**config.mk**
```make
export PLATFORM = sky130hd
export DESIGN_NAME = lsu_xlat_check
export DESIGN_NICKNAME = d
export VERILOG_FILES = /design/src/rtl/lsu_xc_pkg.sv /design/src/rtl/lsu_xc_addr.sv /design/src/rtl/lsu_xc_perm.sv /design/src/rtl/lsu_xc_fault.sv /design/src/rtl/lsu_xlat_check.sv
export SDC_FILE = /design/constraint.sdc
export NUM_CORES = 1
export LEC_CHECK = 0
export CORE_AREA = 2 2 151 153
export CTS_CLUSTER_DIAMETER = 120
export DETAILED_ROUTE_END_ITERATION = 8
export DIE_AREA = 0 0 153 155
export HOLD_SLACK_MARGIN = 0.05
export PLACE_DENSITY = 0.62
export SLEW_MARGIN = 20
export SYNTH_ARGS = -nofsm -noshare
export SYNTH_HDL_FRONTEND = slang
export SYNTH_SLANG_ARGS = --single-unit
```
**constraint.sdc**
```tcl
create_clock -name clk_i -period 2.8 [get_ports clk_i]
set_input_delay 0.56 -clock clk_i [delete_from_list [all_inputs] [get_ports clk_i]]
set_output_delay 0.56 -clock clk_i [all_outputs]
set_load 0.05 [all_outputs]
```
**src/rtl/lsu_xc_pkg.sv**
```systemverilog
package lsu_xc_pkg;

    typedef enum logic [4:0] {
        CODE_LD_ACCESS = 5'd5,
        CODE_ST_ACCESS = 5'd7,
        CODE_LD_PAGE   = 5'd13,
        CODE_ST_PAGE   = 5'd15
    } fault_code_e;

    typedef enum logic [1:0] {
        KIND_NONE,
        KIND_ACCESS,
        KIND_PAGE
    } fault_kind_e;

    typedef struct packed {
        logic rd;
        logic wr;
        logic ex;
        logic usr;
        logic dirty;
    } page_attr_t;

    // Map a fault kind to its cause; a walker access error forces the load code
    function automatic fault_code_e code_for(fault_kind_e kind, logic is_store, logic force_load);
        fault_code_e c;
        if (kind == KIND_PAGE)
            c = is_store ? CODE_ST_PAGE : CODE_LD_PAGE;
        else
            c = (is_store && !force_load) ? CODE_ST_ACCESS : CODE_LD_ACCESS;
        return c;
    endfunction

endpackage

```
**src/rtl/lsu_xc_addr.sv**
```systemverilog
module lsu_xc_addr #(
    parameter int VA_W   = 39,
    parameter int PA_W   = 56,
    parameter int OFF_W  = 12,
    parameter int SEG_W  = 9,
    parameter int LEVELS = 3,
    localparam int PPN_W = PA_W - OFF_W,
    localparam int LVL_W = $clog2(LEVELS)
) (
    input  logic [VA_W-1:0]  vaddr_i,
    input  logic [PPN_W-1:0] ppn_i,
    input  logic [LVL_W-1:0] lvl_i,
    input  logic             use_xlat_i,
    output logic [PPN_W-1:0] ppn_o,
    output logic [PA_W-1:0]  paddr_o
);
    logic [PPN_W-1:0] patched;
    logic [PA_W-1:0]  bare;

    always_comb begin
        patched = ppn_i;
        for (int i = 0; i < LEVELS - 1; i++) begin
            if (int'(lvl_i) > i)
                patched[i*SEG_W +: SEG_W] = vaddr_i[OFF_W + i*SEG_W +: SEG_W];
        end
    end

    assign bare    = PA_W'(vaddr_i);
    assign paddr_o = use_xlat_i ? {patched, vaddr_i[OFF_W-1:0]} : bare;
    assign ppn_o   = paddr_o[PA_W-1:OFF_W];

endmodule

```
**src/rtl/lsu_xc_perm.sv**
```systemverilog
module lsu_xc_perm
    import lsu_xc_pkg::*;
(
    input  page_attr_t attr_i,
    input  logic       is_store_i,
    input  logic       user_mode_i,
    input  logic       sum_i,
    input  logic       mxr_i,
    output logic       page_fault_o
);
    logic priv_bad;
    logic rd_ok;

    always_comb begin
        priv_bad = user_mode_i ? !attr_i.usr : (attr_i.usr && !sum_i);
        rd_ok    = attr_i.rd || (attr_i.ex && mxr_i);
        if (is_store_i)
            page_fault_o = !attr_i.wr || !attr_i.dirty || priv_bad;
        else
            page_fault_o = !rd_ok || priv_bad;
    end

endmodule

```
**src/rtl/lsu_xc_fault.sv**
```systemverilog
module lsu_xc_fault
    import lsu_xc_pkg::*;
(
    input  logic        req_valid_i,
    input  logic        is_store_i,
    input  logic        misalign_i,
    input  logic        xlat_on_i,
    input  logic        hit_i,
    input  logic        page_fault_i,
    input  logic        deny_i,
    input  logic        walk_err_i,
    input  logic        walk_access_i,
    output logic        valid_o,
    output logic        exc_o,
    output fault_code_e code_o
);
    fault_kind_e kind;
    logic        force_load;

    always_comb begin
        valid_o    = 1'b0;
        kind       = KIND_NONE;
        force_load = 1'b0;
        if (req_valid_i) begin
            if (!xlat_on_i || misalign_i) begin
                valid_o = 1'b1;
                if (!misalign_i && deny_i) kind = KIND_ACCESS;
            end else if (hit_i) begin
                valid_o = 1'b1;
                if (page_fault_i)  kind = KIND_PAGE;
                else if (deny_i)   kind = KIND_ACCESS;
            end else if (walk_err_i) begin
                valid_o    = 1'b1;
                kind       = walk_access_i ? KIND_ACCESS : KIND_PAGE;
                force_load = walk_access_i;
            end
        end
        exc_o  = (kind != KIND_NONE);
        code_o = code_for(kind, is_store_i, force_load);
    end

endmodule

```
**src/rtl/lsu_xlat_check.sv**
```systemverilog
module lsu_xlat_check
    import lsu_xc_pkg::*;
#(
    parameter int VA_W   = 39,
    parameter int PA_W   = 56,
    parameter int OFF_W  = 12,
    parameter int SEG_W  = 9,
    parameter int LEVELS = 3,
    parameter int XLEN   = 64,
    localparam int PPN_W = PA_W - OFF_W,
    localparam int LVL_W = $clog2(LEVELS)
) (
    input  logic             clk_i,
    input  logic             rst_i,
    input  logic             req_valid_i,
    input  logic             req_store_i,
    input  logic [VA_W-1:0]  req_vaddr_i,
    input  logic             req_misalign_i,
    input  logic             xlat_on_i,
    input  logic             user_mode_i,
    input  logic             sum_i,
    input  logic             mxr_i,
    input  logic             tlb_hit_i,
    input  logic [PPN_W-1:0] tlb_ppn_i,
    input  logic [LVL_W-1:0] tlb_lvl_i,
    input  logic             tlb_r_i,
    input  logic             tlb_w_i,
    input  logic             tlb_x_i,
    input  logic             tlb_u_i,
    input  logic             tlb_d_i,
    input  logic             walk_err_i,
    input  logic             walk_access_i,
    output logic [PA_W-1:0]  prot_addr_o,
    input  logic             prot_deny_i,
    output logic             xlat_valid_o,
    output logic [PPN_W-1:0] ppn_o,
    output logic [PA_W-1:0]  paddr_o,
    output logic             exc_valid_o,
    output logic [XLEN-1:0]  exc_cause_o,
    output logic [XLEN-1:0]  exc_tval_o
);
    logic        use_xlat;
    logic        pg_fault;
    page_attr_t  attr;
    fault_code_e code;
    logic [PA_W-1:0] pa_now;
    logic [PA_W-1:0] pa_q;

    assign use_xlat = xlat_on_i && !req_misalign_i;
    assign attr     = '{rd: tlb_r_i, wr: tlb_w_i, ex: tlb_x_i, usr: tlb_u_i, dirty: tlb_d_i};

    lsu_xc_addr #(
        .VA_W(VA_W), .PA_W(PA_W), .OFF_W(OFF_W), .SEG_W(SEG_W), .LEVELS(LEVELS)
    ) u_addr (
        .vaddr_i    (req_vaddr_i),
        .ppn_i      (tlb_ppn_i),
        .lvl_i      (tlb_lvl_i),
        .use_xlat_i (use_xlat),
        .ppn_o      (ppn_o),
        .paddr_o    (pa_now)
    );

    lsu_xc_perm u_perm (
        .attr_i       (attr),
        .is_store_i   (req_store_i),
        .user_mode_i  (user_mode_i),
        .sum_i        (sum_i),
        .mxr_i        (mxr_i),
        .page_fault_o (pg_fault)
    );

    lsu_xc_fault u_fault (
        .req_valid_i   (req_valid_i),
        .is_store_i    (req_store_i),
        .misalign_i    (req_misalign_i),
        .xlat_on_i     (xlat_on_i),
        .hit_i         (tlb_hit_i),
        .page_fault_i  (pg_fault),
        .deny_i        (prot_deny_i),
        .walk_err_i    (walk_err_i),
        .walk_access_i (walk_access_i),
        .valid_o       (xlat_valid_o),
        .exc_o         (exc_valid_o),
        .code_o        (code)
    );

    always_ff @(posedge clk_i) begin
        if (rst_i) pa_q <= '0;
        else       pa_q <= pa_now;
    end

    assign prot_addr_o = pa_now;
    assign paddr_o     = pa_q;
    assign exc_cause_o = exc_valid_o ? XLEN'(code) : '0;
    assign exc_tval_o  = exc_valid_o ? XLEN'(req_vaddr_i) : '0;

endmodule

```
==> results.cfg, run 1 <==
[finish]
largest_reg_flops = 56
fin_cells = 982
fillers = 2233
syn_to_final_growth_pct = 94.53
antenna_cells = 0
post-route-util = 0.3462
nets = 799
drive_above_1_share = 0.3888
final_area_um2 = 7696

[sta]
whs_ns = 0.6994
rsz0062_at_grt = false
relSlewSlack = 0.6354
fin_crit_sh = 0.9722
post-route-min-period_ns = 2.722
hold_violations = 0
tightest_slew_ns = 0.5452
tns_ns = 0
maxSlewViolCount = 0
max_clock_freq_mhz = 367.3
setup_viol = 0

[setup_path]
critPathLaunchType = input pin
worstPathRequired_ns = 2.24
critical_path_class = input pin to primary output
end_kind = primary output
critPathArrivalTime_ns = 2.16
critPathMaxFanout = 3

[floorplanning]
dieArea_um2 = 23720
core-area_um2 = 22230
num_rows = 55
die_height_um = 155
initial_core_util = 0.1780
fp.dieW_um = 153
io_pins = 389

[synth]
syn_inst = 433
yosys-top-cells-area = dfxtp_1, buf_4, o2bb2ai_1, nor2b_1, nand4b_1
synth_seq_cells = 56
muxShareOfSynthArea = 0.08539
synth_top_family_by_area = buffers and inverters
ys.warnings.count = 0
yosysTopAreaCell = dfxtp_1
netlist.area_leader.share = 0.2834
synth_compound_area_frac = 0.1053
synth_xor_area_frac = 0
yosysSeqAreaShare = 0.2834
synthAdderAreaFrac = 0
syn_area_per_cell_um2 = 9.137
post_synth_and_or_nand_nor_area_fraction = 0.2141
synth_area_um2 = 3956
synth_cell_types = 28

[place]
dp_cells = 958
place_area_um2 = 6917
dp_hpwl_um = 12370
gp_congestion = 0.7110
portBuffers = 303

[global_route]
grt_remaining_overflow = 0
grt_max_degree = 37
antenna_found_initial = 0
grt_usage = 0.1330
grt_pass1_wl_um = 23500
first_global_vias = 3601

[job]
timing.max_cap.violations = 0

[route]
antenna_left = 0
wl_per_cell_um = 17.26
viasPerCell = 3.903
drt-pass1-iter-count = 4
drc = 0
wl_um = 16950
drt-initial-drc-count = 141
dr_total_vias = 3833

[cts]
cts_sinks = 56
cts_tree = done
clockRootBuffer = clkbuf_16
htreeDepth = 2
cts_hold_buffers = 0
cts_buffers = 5
clock_path_buffers = 2
clkTransAtPathRegs_ns = 0.08

[pwr]
peakVddDrop_uv = 226.3
p_leak_uw = 0.003209
p_per_area_nw_per_um2 = 417.6

[outcome]
status = finished clean

[worst_hold_path]
min_path_type = input pin to flip-flop
[Yosys cell counts, drive strengths merged]
cell type    n
mux2        27
buf        154
nand4b      28
o21bai       1
inv          4
nand2        3
o211a        1
nor3b        1
a211o        1
o31ai        1
o2bb2ai     40
clkbuf      19
nand2b       1
o21ai        1
o2111a       1
nor2         2
nand3       14
and2b        8
and2        17
nor2b       50
conb         1
a31oi        1
dfxtp       56
a221o        1
[cells by family (layout without fill, tap and decap cells)]
family | Yosys count | count (layout)
buffers and inverters | 177 | 357
AND/OR/NAND/NOR | 124 | 124
flip-flops | 56 | 56
AO/OA/AOI/OAI | 48 | 48
multiplexers | 27 | 27
other | 1 | 85
[routing by layer]
metal,track usage,share of wire,vias to the layer above
met5,0,0,-
met4,0.04101,0.022,0
met3,0.02646,0.069,17
met2,0.2407,0.52,232
met1,0.1587,0.39,1805
li1,-,-,1779
[path summary, 6_finish.rpt]
check,slack [ns],start,to,cells after the start
max,0.08,tlb_w_i,exc_cause_o[1],9
min,0.70,rst_i,paddr_o[9],2
[per-stage QoR]
| stage | setup WS, ns | power (µW) |
|---|---|---|
| detailed placement | -0.2509 | 2461 |
| finish | 0.07779 | 3214 |
| CTS | 0.001120 | 3249 |
| floorplan | 0.06354 | 2015 |
| global placement | -0.3254 | 2455 |
| global route | 0.01292 | 3338 |
[worst max-delay path, stage by stage]
cell	delay, ns
dlygate4sd2_1	0.19
nand2_1	0.05
a221o_1	0.35
o2111a_2	0.30
buf_6	0.12
buf_6	0.13
buf_4	0.13
o2bb2ai_2	0.13
buf_4	0.20
[timing repair]
action,CTS,global route
pin swaps,6,3
setup buffers,12,2
gates resized for setup,81,31
cloned,6,0
setup endpoints to repair,124,45
[final cells by class]
cell class                      instances  area (µm²)  share of cell area
Tap cell                              285       356.6             0.04633
Clock inverter                          3       27.53            0.003577
Multi-Input combinational cell        284        2212              0.2874
Clock buffer                            5       125.1             0.01626
Sequential cell                        56        1121              0.1457
Inverter                                4       15.01            0.001951
Timing Repair Buffer                  345        3839              0.4988
[cells in the final DEF (no fill, tap or decap), types with 2 or more instances in the layout]
master,count
nor2b_4,3
conb_1,85
nand3_1,14
mux2_2,18
dlygate4sd2_1,7
clkdlybuf4s50_1,142
o2bb2ai_1,9
inv_1,2
inv_2,2
buf_16,5
clkdlybuf4s15_1,2
clkbuf_16,5
dfxtp_1,56
nor2_1,2
o2bb2ai_2,27
mux2_4,9
buf_6,26
o2bb2ai_4,4
buf_8,3
buf_12,53
and2b_1,8
and2_1,17
nor2b_1,47
buf_4,100
nand2_1,3
nand4b_1,28
buf_2,5
[report_power, final]
| group | total, µW | leakage, µW | switching [µW] | internal (µW) |
|---|---|---|---|---|
| logic | 1670 | 0.00267 | 1110 | 560 |
| clock network | 701 | 0.0000719 | 359 | 342 |
| registers | 845 | 0.000463 | 9.43 | 836 |
| total | 3210 | 0.00321 | 1480 | 1740 |
No activity file was read; power rests on OpenSTA's default activity.
==> run 2, diff against run 1 <==
--- a/config.mk
+++ b/config.mk
@@ -9,6 +9,7 @@
 export CTS_CLUSTER_DIAMETER = 120
 export DETAILED_ROUTE_END_ITERATION = 8
 export DIE_AREA = 0 0 153 155
+export GPL_TIMING_DRIVEN = 1
 export HOLD_SLACK_MARGIN = 0.05
 export PLACE_DENSITY = 0.62
 export SLEW_MARGIN = 20
==> results of run 2 <==
Same layout as run 1: the final DEF is identical, and so are final timing and power.
